`src/rtl/irq_seq_pkg.sv`:
```
package irq_seq_pkg;

  typedef enum logic [2:0] {
    S_IDLE,
    S_PUSH_H,
    S_PUSH_L,
    S_PUSH_P,
    S_VEC_LO,
    S_VEC_HI,
    S_VEC_END,
    S_RST_WAIT
  } seq_state_t;

  typedef enum logic [1:0] {
    K_IRQ,
    K_NMI,
    K_RST
  } entry_kind_t;

  // status byte bit positions
  localparam int ST_BRK   = 4;
  localparam int ST_IMASK = 2;
  localparam int ST_EXT   = 5;

  // vector offset relative to the lowest (non-maskable) vector
  function automatic int vec_offset(input entry_kind_t k);
    case (k)
      K_NMI:   return 0;
      K_RST:   return 2;
      default: return 4;
    endcase
  endfunction

endpackage

```
`src/rtl/rst_release_sync.sv`:
```
module rst_release_sync #(
  parameter int STAGES = 2
) (
  input  logic clk,
  input  logic rst_n,
  output logic rel
);

  generate
    if (STAGES <= 1) begin : g_single
      logic q;
      always_ff @(posedge clk or negedge rst_n) begin
        if (!rst_n) q <= 1'b0;
        else        q <= 1'b1;
      end
      assign rel = q;
    end else begin : g_chain
      logic [STAGES-1:0] sh;
      always_ff @(posedge clk or negedge rst_n) begin
        if (!rst_n) sh <= '0;
        else        sh <= {sh[STAGES-2:0], 1'b1};
      end
      assign rel = sh[STAGES-1];
    end
  endgenerate

endmodule

```
`src/rtl/stack_agu.sv`:
```
module stack_agu #(
  parameter int DW = 8
) (
  input  logic [2*DW-1:0] sp,
  input  logic            word_mode,
  output logic [2*DW-1:0] addr,
  output logic [2*DW-1:0] sp_next
);

  localparam int AW = 2 * DW;

  assign addr = sp;

  always_comb begin
    if (word_mode) sp_next = sp - AW'(1);
    else           sp_next = {sp[AW-1:DW], sp[DW-1:0] - DW'(1)};
  end

endmodule

```
`src/rtl/seq_ctrl.sv`:
```
module seq_ctrl
  import irq_seq_pkg::*;
#(
  parameter int IDLE_CYC = 4
) (
  input  logic       clk,
  input  logic       rst_n,
  input  logic       rel,
  input  logic       req_fire,
  output seq_state_t state,
  output logic       done
);

  localparam int CW = (IDLE_CYC < 2) ? 1 : $clog2(IDLE_CYC + 1);

  logic [CW-1:0] cnt;
  seq_state_t    nxt;

  always_comb begin
    nxt = state;
    unique case (state)
      S_RST_WAIT: if (rel && cnt == CW'(IDLE_CYC - 1)) nxt = S_VEC_LO;
      S_IDLE:     if (req_fire) nxt = S_PUSH_H;
      S_PUSH_H:   nxt = S_PUSH_L;
      S_PUSH_L:   nxt = S_PUSH_P;
      S_PUSH_P:   nxt = S_VEC_LO;
      S_VEC_LO:   nxt = S_VEC_HI;
      S_VEC_HI:   nxt = S_VEC_END;
      S_VEC_END:  nxt = S_IDLE;
      default:    nxt = S_IDLE;
    endcase
  end

  always_ff @(posedge clk or negedge rst_n) begin
    if (!rst_n) begin
      state <= S_RST_WAIT;
      cnt   <= '0;
      done  <= 1'b0;
    end else begin
      state <= nxt;
      done  <= (state == S_VEC_END);
      if (state == S_RST_WAIT && rel) cnt <= cnt + CW'(1);
      else                            cnt <= '0;
    end
  end

endmodule

```
`src/rtl/irq_entry_seq.sv`:
```
module irq_entry_seq
  import irq_seq_pkg::*;
#(
  parameter int          DW          = 8,
  parameter logic [15:0] VEC_NMI     = 16'hFFFA,
  parameter int          SYNC_STAGES = 2,
  parameter int          RST_IDLE    = 4,
  parameter logic [7:0]  SP_PAGE_RST = 8'h01,
  parameter logic [7:0]  SP_PTR_RST  = 8'hFF
) (
  input  logic            clk,
  input  logic            rst_n,
  input  logic            req_valid,
  output logic            req_ready,
  input  logic            req_nmi,
  input  logic [2*DW-1:0] req_pc,
  input  logic [2*DW-1:0] req_sp,
  input  logic            req_sp_word,
  input  logic [DW-1:0]   req_status,
  input  logic            ld_bz,
  input  logic [DW-1:0]   ld_b,
  input  logic [DW-1:0]   ld_z,
  output logic [2*DW-1:0] mem_addr,
  output logic [DW-1:0]   mem_wdata,
  output logic            mem_we,
  output logic            mem_re,
  input  logic [DW-1:0]   mem_rdata,
  output logic [2*DW-1:0] pc_o,
  output logic [2*DW-1:0] sp_o,
  output logic            sp_word_o,
  output logic [DW-1:0]   status_o,
  output logic [DW-1:0]   b_o,
  output logic [DW-1:0]   z_o,
  output logic            busy,
  output logic            done
);

  localparam int          AW         = 2 * DW;
  localparam logic [DW-1:0] STATUS_RST = DW'((1 << ST_EXT) | (1 << ST_IMASK));
  localparam logic [DW-1:0] BRK_MASK   = ~DW'(1 << ST_BRK);

  seq_state_t    state;
  entry_kind_t   kind_q;
  logic          rel;
  logic          req_fire;
  logic [AW-1:0] pc_q, sp_q, stk_addr, sp_next, vec_base;
  logic          sp_word_q;
  logic [DW-1:0] status_q, b_q, z_q;

  assign req_ready = (state == S_IDLE);
  assign req_fire  = req_valid && req_ready;
  assign busy      = (state != S_IDLE);

  rst_release_sync #(.STAGES(SYNC_STAGES)) u_sync (
    .clk   (clk),
    .rst_n (rst_n),
    .rel   (rel)
  );

  seq_ctrl #(.IDLE_CYC(RST_IDLE)) u_ctrl (
    .clk      (clk),
    .rst_n    (rst_n),
    .rel      (rel),
    .req_fire (req_fire),
    .state    (state),
    .done     (done)
  );

  stack_agu #(.DW(DW)) u_agu (
    .sp        (sp_q),
    .word_mode (sp_word_q),
    .addr      (stk_addr),
    .sp_next   (sp_next)
  );

  assign vec_base = AW'(VEC_NMI) + AW'(vec_offset(kind_q));

  // bus drive from sequencer state
  always_comb begin
    mem_we    = 1'b0;
    mem_re    = 1'b0;
    mem_addr  = '0;
    mem_wdata = '0;
    unique case (state)
      S_PUSH_H: begin
        mem_we    = 1'b1;
        mem_addr  = stk_addr;
        mem_wdata = pc_q[AW-1:DW];
      end
      S_PUSH_L: begin
        mem_we    = 1'b1;
        mem_addr  = stk_addr;
        mem_wdata = pc_q[DW-1:0];
      end
      S_PUSH_P: begin
        mem_we    = 1'b1;
        mem_addr  = stk_addr;
        mem_wdata = status_q & BRK_MASK;
      end
      S_VEC_LO: begin
        mem_re   = 1'b1;
        mem_addr = vec_base;
      end
      S_VEC_HI: begin
        mem_re   = 1'b1;
        mem_addr = vec_base + AW'(1);
      end
      default: ;
    endcase
  end

  // architectural state held for the core
  always_ff @(posedge clk or negedge rst_n) begin
    if (!rst_n) begin
      pc_q      <= '0;
      sp_q      <= {SP_PAGE_RST, SP_PTR_RST};
      sp_word_q <= 1'b0;
      status_q  <= STATUS_RST;
      b_q       <= '0;
      z_q       <= '0;
      kind_q    <= K_RST;
    end else begin
      if (ld_bz) begin
        b_q <= ld_b;
        z_q <= ld_z;
      end
      unique case (state)
        S_IDLE: if (req_fire) begin
          pc_q      <= req_pc;
          sp_q      <= req_sp;
          sp_word_q <= req_sp_word;
          status_q  <= req_status;
          kind_q    <= req_nmi ? K_NMI : K_IRQ;
        end
        S_PUSH_H, S_PUSH_L: sp_q <= sp_next;
        S_PUSH_P: begin
          sp_q               <= sp_next;
          status_q[ST_IMASK] <= 1'b1;
        end
        S_VEC_HI:  pc_q[DW-1:0]  <= mem_rdata;
        S_VEC_END: pc_q[AW-1:DW] <= mem_rdata;
        default: ;
      endcase
    end
  end

  assign pc_o      = pc_q;
  assign sp_o      = sp_q;
  assign sp_word_o = sp_word_q;
  assign status_o  = status_q;
  assign b_o       = b_q;
  assign z_o       = z_q;

endmodule

```
`config.mk`:
```
export PLATFORM = sky130hd
export DESIGN_NAME = irq_entry_seq
export DESIGN_NICKNAME = d
export VERILOG_FILES = /design/src/rtl/irq_seq_pkg.sv /design/src/rtl/rst_release_sync.sv /design/src/rtl/stack_agu.sv /design/src/rtl/seq_ctrl.sv /design/src/rtl/irq_entry_seq.sv
export SDC_FILE = /design/constraint.sdc
export NUM_CORES = 1
export LEC_CHECK = 0
export ABC_AREA = 1
export BUFFER_PORTS_ARGS = -buffer_cell sky130_fd_sc_hd__buf_2
export CAP_MARGIN = 20
export CORE_MARGIN = 2
export CORE_UTILIZATION = 35
export CTS_CLUSTER_SIZE = 28
export DETAILED_ROUTE_END_ITERATION = 10
export GPL_TIMING_DRIVEN = 0
export HOLD_SLACK_MARGIN = 0.12
export PLACE_DENSITY = 0.65
export SLEW_MARGIN = 5
export SYNTH_ARGS = -nofsm -noshare
export SYNTH_HDL_FRONTEND = slang
export SYNTH_SLANG_ARGS = --single-unit
```
`constraint.sdc`:
```
create_clock -name clk -period 3.5 [get_ports clk]
set_input_delay 0.875 -clock clk [delete_from_list [all_inputs] [get_ports clk]]
set_output_delay 0.875 -clock clk [all_outputs]
set_load 0.02 [all_outputs]
```
==> impl_summary.txt, run 1 <==
----------------------------------------------------
[Timing]
  Worst-margin pin slew ... around 0.71 ns
  Final number of setup-violating endpoints ... 0
  Time the worst path needs with I/O delays and setup ... a little over 3 ns
  Total Negative Setup Slacks ... 0 ns
  Final period util ... around 88%
  Hold Violations, Final ... 0
  Worst slack on hold paths ... 0.359 ns
  Setup repair after global routing missed its margin ... false
  Fin. max-slew vios ... 0
  Highest clock frequency the design can meet ... 0.326 GHz
  Headroom to the max-slew limit ... between 50% and 60%
  Largest clock skew in the final design ... ~0.0090 ns

[Layout]
  Final net count ... 681
  Filler instances ... between 900 and 1000
  Area Growth Syn to Fin ... 34.5%
  Number of diodes added for antenna fixing ... 0
  Share of cells above drive strength 1 ... a little under two fifths

[Global route]
  Via count of the first global-routing pass ... between 3000 and 4000
  Total routing usage reported by global routing ... approximately a fifth
  Largest net degree at the start of global routing ... 59
  Antenna violations before repair ... 0
  Global-route wire length before repair ... about 17000 um
  Sum of overflow across all layers after global routing ... 0

[Synthesis]
  Share of the yosys chip area belonging to registers ... between 40% and 50%
  Syn Nets ... ~500
  Flops & latches, synth ... 68
  Fraction of synthesized cell area taken by the top area cell type ... a little under two fifths
  Total standard cell area after synthesis ... approximately 3500 sq um
  Number of library cell types mapped by synthesis ... 35
  Mean cell area of the mapped netlist ... 8.00 sq um
  Cell count after synthesis ... 440
  Most area-consuming cells after synthesis ... sky130_fd_sc_hd__dfrtp_1 (38%), sky130_fd_sc_hd__nand2_1 (15%), sky130_fd_sc_hd__dfstp_2 (11%)
  Yosys top cell by area ... sky130_fd_sc_hd__dfrtp_1
  Ys Warns ... 0

[Critical path]
  Slowest-stage cell, CP ... sky130_fd_sc_hd__dfstp_2
  Most Frequent Cell on Critical Path ... sky130_fd_sc_hd__nor2_1
  CP Data Required Time ... between 2 and 3 ns
  Cell chain of the critical path ... inv_2 -> nor2_1 -> inv_1 -> nor2_1 -> nand2_1 -> o211ai_1 -> buf_2
  Crit path kind ... reg2out
  Critical Path Source Type ... flip-flop
  Peak fanout along the critical path ... 8
  Dominant delay contributor by cell family on the critical path ... simple AND/OR/NAND/NOR gates
  Combined buffer and inverter count along the critical path ... 3
  CP peak stage delay ... 0.61 ns
  Endpoint kind of the worst setup timing path ... output pin
  CP Data Arrival Time ... roughly 2.2 ns

[Floorplan]
  Area of the core ... a little under 10000 sq um
  Effective utilization at floorplan ... a little over a third
  Die width ... around 100 um
  Rows ... 36
  Top-level I/O count ... between 150 and 200
  Die area ... around 11000 sq um
  Die height ... ~100 um

[Drt]
  TritonRoute pass-1 iters ... 4
  DRT antenna net count ... 0
  Final routed wire length divided by cell count ... about 14 um
  DRC violation total after the first TritonRoute iteration ... ~120
  Via/cell ratio ... 4.86
  Number of design rule violations left after detail routing ... 0
  Detailed Route WL ... approximately 10000 um
  Via count of the routed design ... roughly 3600

[Clock network]
  Clock insertion delay at the later pin of the skew report ... 0.35 ns
  Clock slew at reported path FFs ... approximately 0.080 ns
  Root Buffer Master ... sky130_fd_sc_hd__clkbuf_8
  Max Root-Sink Buffers ... 2
  Number of buffers inserted during clock tree synthesis ... 9
  H-tree depth ... 3
  Sinks on the clock net ... between 60 and 70
  Cells resized by post-CTS repair ... 0
  CTS tree ... built
  Setup fix buffers added after clock tree synthesis ... 0
  CTS hold repair buffers ... 0

[Place]
  Count of input and output buffers ... 154
  HPWL after detailed placement ... approximately 8000 um
  Gpl congestion ... about 0.85

[Job]
  Number of max-cap violations ... 0

[Pwr]
  Power density normalized to cell area ... 1030 nW/um^2
  Highest ir drop seen on vdd ... 0.483 mV
  Standby leakage power ... approximately 0.0025 uW

[Outcome]
  Run status ... finished, final reports clean

[Hold path]
  Class of the tightest hold or removal check ... in2async

----------------------------------------------------
==> cell usage after synthesis <==
master                     count
sky130_fd_sc_hd__mux2i_1       1
sky130_fd_sc_hd__nor2_1       36
sky130_fd_sc_hd__mux2_2       16
sky130_fd_sc_hd__nand2_1     140
sky130_fd_sc_hd__a221oi_1      1
sky130_fd_sc_hd__a22o_1        1
sky130_fd_sc_hd__a21o_1        1
sky130_fd_sc_hd__a31oi_1       1
sky130_fd_sc_hd__nand2_2       2
sky130_fd_sc_hd__xnor2_1       1
sky130_fd_sc_hd__o22ai_1       3
sky130_fd_sc_hd__clkinv_1      1
sky130_fd_sc_hd__ha_1          5
sky130_fd_sc_hd__o221ai_1      1
sky130_fd_sc_hd__and2_1        1
sky130_fd_sc_hd__o21ai_0      15
sky130_fd_sc_hd__buf_2        10
sky130_fd_sc_hd__inv_2         4
sky130_fd_sc_hd__o211ai_1      4
sky130_fd_sc_hd__nand4_1       1
sky130_fd_sc_hd__buf_6         1
sky130_fd_sc_hd__dfstp_2      15
sky130_fd_sc_hd__dfrtp_1      53
sky130_fd_sc_hd__clkbuf_1      3
sky130_fd_sc_hd__nand3_1      59
sky130_fd_sc_hd__nor3_1        2
sky130_fd_sc_hd__a21oi_1       9
sky130_fd_sc_hd__o21ai_4       1
sky130_fd_sc_hd__inv_1        39
sky130_fd_sc_hd__o21ai_2       1
sky130_fd_sc_hd__conb_1        1
sky130_fd_sc_hd__a22oi_1       2
sky130_fd_sc_hd__nor2_2        4
sky130_fd_sc_hd__o21ai_1       4
sky130_fd_sc_hd__nand2_4       1
==> per-layer routing <==
layer	vias up	track usage [%]	wire length [um]
met5	-	0	0
met4	0	6.95	174
met3	13	4.51	775
met2	156	31.8	4870
met1	1688	26.1	4670
li1	1757	-	-
==> report_power, final <==
part | total [uW] | switching (uW) | internal, uW
Sequential | 1420 | 283 | 1140
Combinational | 2630 | 1790 | 836
Clock | 811 | 333 | 478
==> registers in the layout, indices dropped and copies added, names as in the netlist, named ones only <==
name,count
sp_word_o,1
b_o,8
pc_o,16
u_ctrl.state,2
u_sync.g_chain.sh,2
sp_o,16
z_o,8
kind_q,2
u_ctrl.cnt,3
status_o,8
u_ctrl.done,1
==> placed cells by master (no fill, tap or decap), drive strengths merged <==
master / n
a221oi: 1
nand2: 143
ha: 5
xnor2: 1
clkinvlp: 1
dfrtp: 53
a21o: 1
nand3: 59
mux2: 16
o221ai: 1
a22o: 1
a21oi: 9
a22oi: 2
clkinv: 3
nor2: 40
buf: 166
o211ai: 4
bufinv: 3
clkbuf: 12
a31oi: 1
conb: 1
o22ai: 3
nand4: 1
dfstp: 15
mux2i: 1
nor3: 2
inv: 44
and2: 1
o21ai: 21
==> area by class of cell <==
| cell class | instances | area [sq um] | share of cell area [%] |
|---|---|---|---|
| Inverter | 44 | 165 | 3.49 |
| Multi-Input combinational cell | 314 | 1560 | 33.0 |
| Clock inverter | 7 | 124 | 2.62 |
| Tap cell | 133 | 166 | 3.51 |
| Clock buffer | 9 | 124 | 2.62 |
| Timing Repair Buffer | 155 | 801 | 16.9 |
| Sequential cell | 68 | 1720 | 36.3 |
| Buffer | 14 | 72.6 | 1.53 |
==> through the flow <==
| stage | cell area [sq um] | setup slack, ns | total power [uW] | instances | util (%) |
|---|---|---|---|---|---|
| floorplan | 3520 | 1.05 | 3130 | 440 | - |
| global placement | 4460 | 0.819 | 4020 | 727 | 45.6 |
| detailed placement | 4490 | 0.815 | 4070 | 728 | 45.9 |
| CTS | 4730 | 0.424 | 4900 | 744 | 48.4 |
| global route | 4730 | 0.266 | 5220 | 744 | 48.4 |
| finish | 4730 | 0.433 | 4860 | 744 | 48.4 |
==> path summary, 6_finish.rpt <==
path / slack [ns] / from / to / cells after the start
max: 0.43 / u_ctrl.state[0] / mem_wdata[2] / 7
min: 0.36 / rst_n / pc_o[12] / 1
max reg2reg: 1.69 / u_ctrl.state[1] / pc_o[11] / 8
min reg2reg: 0.36 / u_sync.g_chain.sh[0] / u_sync.g_chain.sh[1] / 0
max in group asynchronous: 2.56 / rst_n / sp_o[0] / 2
min in group clk: 0.36 / u_sync.g_chain.sh[0] / u_sync.g_chain.sh[1] / 0
==> worst register-to-register path, cell delays in order, from the launching register on <==
cell and delay [ns]:
sky130_fd_sc_hd__dfstp_2 0.51, sky130_fd_sc_hd__buf_2 0.18, sky130_fd_sc_hd__nand2_1 0.09, sky130_fd_sc_hd__nor2_1 0.13
sky130_fd_sc_hd__clkinv_1 0.29, sky130_fd_sc_hd__nand2_1 0.15, sky130_fd_sc_hd__inv_1 0.18, sky130_fd_sc_hd__nand2_1 0.10
sky130_fd_sc_hd__nand3_1 0.07
==> cell families after synthesis <==
group	Yosys count	share of synthesized area (%)
xor gates and xnor gates	1	0.249
adders and majority gates	5	1.78
other	1	0.107
muxes	17	5.40
DFF	68	48.9
and+or+nand+nor	246	29.2
AOI/OAI and AO/OA	44	7.64
buffers and inverters	58	6.75
Note: power is estimated with default switching activity, not from simulation.
==> inputs of run 2 (changes only) <==
Settings changed: BUFFER_PORTS_ARGS -buffer_cell sky130_fd_sc_hd__buf_2 to -buffer_cell sky130_fd_sc_hd__buf_4, REMOVE_ABC_BUFFERS set to 1.
==> run 2 against run 1 <==
Global-route usage down 0.60 points. Sequential share of layout area down 1.9 points. Power up 1.8%. Hold slack worse by 0.015 ns. Sequential cell count unchanged. Maximum frequency down 6.5%. Routed wire length down 2.6%. Critical path depth unchanged. First-iteration DRC count up 8.5%. Die area unchanged. Clock skew up 0.00088 ns. Largest cell class unchanged.
==> impl_summary.txt, run 2 (synthesized netlist as in run 1, its figures left out) <==
----------------------------------------------------
[Layout]
  Filler instances ... 965 (was 971)
  Layout Cells excl Fill ... 732 (was 744)
  Final core area utilization ... 51.1% (was 48.4%)
  Area Growth Syn to Fin ... 41.8% (was 34.5%)
  Commonest cells after routing, fill and taps aside ... sky130_fd_sc_hd__buf_4 (155), sky130_fd_sc_hd__nand2_1 (140), sky130_fd_sc_hd__nand3_1 (59) (was sky130_fd_sc_hd__buf_2 (163), sky130_fd_sc_hd__nand2_1 (140), sky130_fd_sc_hd__nand3_1 (59))
  Finished Cell Area ... 4990 sq um (was 4730 sq um)
  Number of diodes added for antenna fixing ... 0 (unchanged)
  Share of cells above drive strength 1 ... 35.9% (was 37.0%)
  Final net count ... 669 (was 681)
  Most common cell after layout, fill and taps aside ... sky130_fd_sc_hd__buf_4 (was sky130_fd_sc_hd__buf_2)

[Drt]
  Via count of the routed design ... 3508 (was 3614)
  DRT antenna net count ... 0 (unchanged)
  Final routed wire length divided by cell count ... 14.0 um (was 14.1 um)
  Via/cell ratio ... 4.79 (was 4.86)
  Routed met1 length ... 4460 um (was 4670 um)
  TritonRoute pass-1 iters ... 5 (was 4)
  Number of design rule violations left after detail routing ... 0 (unchanged)
  DRC violation total after the first TritonRoute iteration ... 127 (was 117)
  Met3 WL ... 696 um (was 775 um)
  Highest Signal Layer ... met4 (unchanged)
  Detailed Route WL ... 10200 um (was 10500 um)
  Detailed route wirelength on metal2 ... 4910 um (was 4870 um)

[Floorplan]
  Effective utilization at floorplan ... 36.0% (unchanged)
  Die height ... 104 um (unchanged)
  Rows ... 36 (unchanged)
  Top-level I/O count ... 156 (unchanged)
  Area of the core ... 9770 sq um (unchanged)
  Die area ... 10900 sq um (unchanged)
  Die width ... 104 um (unchanged)

[Clock network]
  Number of buffers inserted during clock tree synthesis ... 9 (unchanged)
  Max Root-Sink Buffers ... 2 (unchanged)
  Cells resized by post-CTS repair ... 0 (unchanged)
  Setup fix buffers added after clock tree synthesis ... 0 (unchanged)
  Root Buffer Master ... sky130_fd_sc_hd__clkbuf_8 (unchanged)
  CTS tree ... built (unchanged)
  H-tree depth ... 3 (unchanged)
  Clock slew at reported path FFs ... 0.08 ns (about the same)
  Clock insertion delay at the later pin of the skew report ... 0.35 ns (about the same)
  CTS hold repair buffers ... 0 (unchanged)
  Sinks on the clock net ... 68 (unchanged)

[Timing]
  Total Negative Setup Slacks ... 0 ns (unchanged)
  Fin. max-slew vios ... 0 (unchanged)
  Headroom to the max-slew limit ... 40.7% (was 52.7%)
  Time the worst path needs with I/O delays and setup ... 3.28 ns (was 3.07 ns)
  Highest clock frequency the design can meet ... 0.305 GHz (was 0.326 GHz)
  Hold Violations, Final ... 0 (unchanged)
  Worst slack on hold paths ... 0.344 ns (was 0.359 ns)
  Final period util ... 93.7% (was 87.6%)
  Setup repair after global routing missed its margin ... false (unchanged)
  Worst-margin pin slew ... 0.888 ns (was 0.707 ns)
  Final number of setup-violating endpoints ... 0 (unchanged)
  Largest clock skew in the final design ... 0.00984 ns (was 0.00896 ns)

[Critical path]
  Peak fanout along the critical path ... 13 (was 8)
  Worst Reg2Reg Path Length in Cells ... 7 (was 8)
  CP peak stage delay ... 0.61 ns (about the same)
  RR Startpoint ... u_ctrl.state[1] (unchanged)
  CP Depth ... 7 (unchanged)
  Timing startpoint of the critical path ... u_ctrl.state[1] (was u_ctrl.state[0])
  Reg-to-Reg End ... pc_o[9] (was pc_o[11])
  Endpoint kind of the worst setup timing path ... output pin (unchanged)
  Crit path kind ... reg2out (unchanged)
  CP Data Arrival Time ... 2.40 ns (was 2.19 ns)
  CP Data Required Time ... 2.62 ns (about the same)
  Combined buffer and inverter count along the critical path ... 2 (was 3)
  Slowest-stage cell, CP ... sky130_fd_sc_hd__dfstp_2 (unchanged)
  Cell chain of the critical path ... nor2_1 -> nand2_1 -> nand2_2 -> inv_2 -> a21o_1 -> o21ai_0 -> buf_4 (was inv_2 -> nor2_1 -> inv_1 -> nor2_1 -> nand2_1 -> o211ai_1 -> buf_2)
  Dominant delay contributor by cell family on the critical path ... flip-flops (was simple AND/OR/NAND/NOR gates)
  Flop2flop setup slack ... 0.95 ns (was 1.69 ns)
  Critical Path Source Type ... flip-flop (unchanged)
  Crit path to ... mem_addr[9] (was mem_wdata[2])

[Pwr]
  Power density normalized to cell area ... 992 nW/um^2 (was 1030 nW/um^2)
  Standby leakage power ... 0.00257 uW (was 0.00252 uW)
  Highest ir drop seen on vdd ... 0.433 mV (was 0.483 mV)

[Job]
  Number of max-cap violations ... 0 (unchanged)

[Global route]
  Sum of overflow across all layers after global routing ... 0 (unchanged)
  Largest net degree at the start of global routing ... 69 (was 59)
  Via count of the first global-routing pass ... 3560 (was 3553)
  Total routing usage reported by global routing ... 19.2% (was 19.8%)
  Antenna violations before repair ... 0 (unchanged)
  Global-route wire length before repair ... 17000 um (was 17400 um)

[Place]
  Gpl congestion ... 0.817 (was 0.854)
  Placed cells ... 716 (was 728)
  Cell area after placement ... 4810 sq um (was 4490 sq um)
  Count of input and output buffers ... 155 (was 154)
  HPWL after detailed placement ... 7450 um (was 7800 um)

[Outcome]
  Run status ... finished, final reports clean (unchanged)

[Hold path]
  Class of the tightest hold or removal check ... reg2reg (was in2async)

----------------------------------------------------
[run 2: cell types whose count changed in the layout (fill, tap and decap cells not counted)]
cell,previous run,this run
sky130_fd_sc_hd__buf_6,1,0
sky130_fd_sc_hd__buf_4,1,155
sky130_fd_sc_hd__buf_16,1,0
sky130_fd_sc_hd__clkinv_4,2,0
sky130_fd_sc_hd__bufinv_16,3,1
sky130_fd_sc_hd__clkbuf_1,3,2
sky130_fd_sc_hd__buf_2,163,0
sky130_fd_sc_hd__clkinv_2,0,3
sky130_fd_sc_hd__inv_6,1,0
sky130_fd_sc_hd__buf_8,0,2
[run 2: per-layer routing]
layer	global-route usage (%)	vias to the layer above
met3	4.14	12
met1	24.0	1636
met2	32.4	128
met5	0	-
met4	6.95	0
li1	-	1732
[run 2: where the power goes]
group | internal (uW) | switching, uW | total (uW)
logic | 1110 | 1760 | 2870
clock network | 326 | 309 | 635
registers | 1140 | 308 | 1450
[run 2: how the worst min path moves through the flow]
stage | start | to | cells past startpoint
final | u_sync.g_chain.sh[0] | u_sync.g_chain.sh[1] | 0
after global routing | u_sync.g_chain.sh[0] | u_sync.g_chain.sh[1] | 0
after CTS | u_sync.g_chain.sh[0] | u_sync.g_chain.sh[1] | 0
after detailed placement | u_sync.g_chain.sh[0] | u_sync.g_chain.sh[1] | 0
after global placement | u_sync.g_chain.sh[0] | u_sync.g_chain.sh[1] | 0
after floorplan | u_sync.g_chain.sh[0] | u_sync.g_chain.sh[1] | 0
[run 2: area by class of cell]
cell class / instances / area [sq um] / share of cell area (%)
Clock inverter: 5 / 52.6 / 1.05
Sequential cell: 68 / 1720 / 34.5
Timing Repair Buffer: 157 / 1190 / 23.9
Clock buffer: 11 / 131 / 2.63
Multi-Input combinational cell: 314 / 1560 / 31.3
Inverter: 44 / 165 / 3.31
Tap cell: 133 / 166 / 3.33
[run 2: stage by stage]
| stage | worst slack [ns] | power (uW) |
|---|---|---|
| after CTS | 0.220 | 4990 |
| after global routing | 0.120 | 5310 |
| after global placement | 0.572 | 4260 |
| final | 0.220 | 4950 |
| after floorplan | 0.958 | 3070 |
| after detailed placement | 0.611 | 4340 |
==> inputs of run 3 (changes only) <==
Settings changed: PLACE_DENSITY 0.65 to 0.61.
==> run 3 against run 2 <==
Die area unchanged. Non-clock buffer count unchanged. Power up 0.65%. Design area up 0.23%. Combinational power about the same. Final cell count unchanged. Maximum frequency up 0.26%. Sequential share of layout area down 0.078 points. Largest cell class unchanged.
==> impl_summary.txt, run 3 (synthesized netlist as in run 1, its figures left out) <==
----------------------------------------------------
[Outcome]
  Run status ... finished, final reports clean (unchanged)

[Clock network]
  Setup fix buffers added after clock tree synthesis ... 0 (unchanged)
  CTS tree ... built (unchanged)
  Cells resized by post-CTS repair ... 0 (unchanged)
  Clock insertion delay at the later pin of the skew report ... 0.34 ns (was 0.35 ns)
  Clock slew at reported path FFs ... 0.07 ns (was 0.08 ns)
  Number of buffers inserted during clock tree synthesis ... 9 (unchanged)
  Sinks on the clock net ... 68 (unchanged)
  Max Root-Sink Buffers ... 2 (unchanged)
  H-tree depth ... 3 (unchanged)
  CTS hold repair buffers ... 0 (unchanged)
  Root Buffer Master ... sky130_fd_sc_hd__clkbuf_8 (unchanged)

[Global route]
  Sum of overflow across all layers after global routing ... 0 (unchanged)
  Largest net degree at the start of global routing ... 69 (unchanged)
  Total routing usage reported by global routing ... 19.4% (was 19.2%)
  Via count of the first global-routing pass ... 3535 (was 3560)
  Antenna violations before repair ... 0 (unchanged)
  Global-route wire length before repair ... 17100 um (was 17000 um)

[Layout]
  Final net count ... 669 (unchanged)
  Number of diodes added for antenna fixing ... 0 (unchanged)
  Most common cell after layout, fill and taps aside ... sky130_fd_sc_hd__buf_4 (unchanged)
  Share of cells above drive strength 1 ... 35.9% (unchanged)
  Area Growth Syn to Fin ... 42.1% (was 41.8%)
  Commonest cells after routing, fill and taps aside ... sky130_fd_sc_hd__buf_4 (155), sky130_fd_sc_hd__nand2_1 (140), sky130_fd_sc_hd__nand3_1 (59) (unchanged)

[Floorplan]
  Rows ... 36 (unchanged)
  Die area ... 10900 sq um (unchanged)
  Area of the core ... 9770 sq um (unchanged)
  Die width ... 104 um (unchanged)
  Effective utilization at floorplan ... 36.0% (unchanged)
  Top-level I/O count ... 156 (unchanged)
  Die height ... 104 um (unchanged)

[Drt]
  Detailed Route WL ... 10400 um (was 10200 um)
  Via count of the routed design ... 3494 (was 3508)
  Final routed wire length divided by cell count ... 14.2 um (was 14.0 um)
  DRT antenna net count ... 0 (unchanged)
  DRC violation total after the first TritonRoute iteration ... 84 (was 127)
  Number of design rule violations left after detail routing ... 0 (unchanged)
  Via/cell ratio ... 4.77 (was 4.79)
  TritonRoute pass-1 iters ... 4 (was 5)

[Critical path]
  Crit path kind ... reg2out (unchanged)
  Endpoint kind of the worst setup timing path ... output pin (unchanged)
  Critical Path Source Type ... flip-flop (unchanged)
  CP Data Required Time ... 2.62 ns (about the same)
  CP Data Arrival Time ... 2.40 ns (about the same)
  Peak fanout along the critical path ... 13 (unchanged)

[Place]
  HPWL after detailed placement ... 7640 um (was 7450 um)
  Worst setup timing slack at the placement stage ... 0.584 ns (was 0.611 ns)
  Count of input and output buffers ... 155 (unchanged)
  Gpl congestion ... 0.816 (was 0.817)

[Pwr]
  Standby leakage power ... 0.00257 uW (about the same)
  Power density normalized to cell area ... 996 nW/um^2 (was 992 nW/um^2)
  PnR Total Power ... 4980 uW (was 4950 uW)
  Highest ir drop seen on vdd ... 0.448 mV (was 0.433 mV)

[Job]
  Number of max-cap violations ... 0 (unchanged)

[Timing]
  Time the worst path needs with I/O delays and setup ... 3.27 ns (was 3.28 ns)
  Largest clock skew in the final design ... 0.00760 ns (was 0.00984 ns)
  Final period util ... 93.5% (was 93.7%)
  Final setup slack of the worst path ... 0.229 ns (was 0.220 ns)
  Hold Violations, Final ... 0 (unchanged)
  Worst-margin pin slew ... 0.887 ns (was 0.888 ns)
  Final number of setup-violating endpoints ... 0 (unchanged)
  Highest clock frequency the design can meet ... 0.306 GHz (was 0.305 GHz)
  Fin. max-slew vios ... 0 (unchanged)
  Total Negative Setup Slacks ... 0 ns (unchanged)
  Setup repair after global routing missed its margin ... false (unchanged)
  Headroom to the max-slew limit ... 40.9% (was 40.7%)

[Hold path]
  Class of the tightest hold or removal check ... reg2reg (unchanged)

----------------------------------------------------
-- run 3: cell count changes in the layout (fill, tap and decap cells not counted), sizes merged --
cell	before	now
clkinvlp	1	2
clkinv	4	2
clkbuf	11	12
-- run 3: critical path, cell delays in order, from the launching register on --
cell                      delay, ns
sky130_fd_sc_hd__dfstp_2       0.61
sky130_fd_sc_hd__nor2_1        0.08
sky130_fd_sc_hd__nand2_1       0.37
sky130_fd_sc_hd__nand2_2       0.11
sky130_fd_sc_hd__inv_2         0.09
sky130_fd_sc_hd__a21o_1        0.37
sky130_fd_sc_hd__o21ai_0       0.22
sky130_fd_sc_hd__buf_4         0.21
-- run 3: path summary, 6_finish.rpt --
path                                 startpoint                    to  slack [ns]  cells past startpoint
max                             u_ctrl.state[1]           mem_addr[3]        0.23                      7
min                        u_sync.g_chain.sh[0]  u_sync.g_chain.sh[1]        0.35                      0
max reg2reg                     u_ctrl.state[1]              pc_o[12]        0.95                      7
min reg2reg                u_sync.g_chain.sh[0]  u_sync.g_chain.sh[1]        0.35                      0
max in group asynchronous                 rst_n              sp_o[14]        2.27                      1
min in group asynchronous                 rst_n                b_o[0]        0.64                      1
-- run 3: cell type report --
cell class	instances	area, sq um
clock buffer	12	145
clock inverter	4	50.0
fill	944	4770
inverter	44	165
multi-input combinational	314	1560
sequential	68	1720
tap	133	166
timing repair buffer	157	1190
-- run 3: per-stage QoR --
step	std cells	util [%]	area (sq um)	hold slack, ns
floorplan	426	-	3450	0.331
global placement	714	48.9	4780	0.335
detailed placement	716	49.2	4810	0.339
CTS	732	51.2	5000	0.354
global route	732	51.2	5000	0.372
finish	732	51.2	5000	0.353
-- run 3: power by group --
group          internal (uW)  leakage (uW)  switching, uW
logic                   1110       0.00168           1770
clock network            348     0.0000926            311
registers               1140      0.000799            301
total                   2600       0.00257           2380
-- run 3: per-layer routing --
metal  vias to the layer above  GRT usage, %  routed length, um  share of wire (%)
li1                       1727             -                  -                  -
met5                         -             0                  0                  0
met3                        14          5.95                766                7.4
met1                      1628          24.6               4730                 46
met2                       125          31.2               4710                 45
met4                         0          7.24                151                1.5
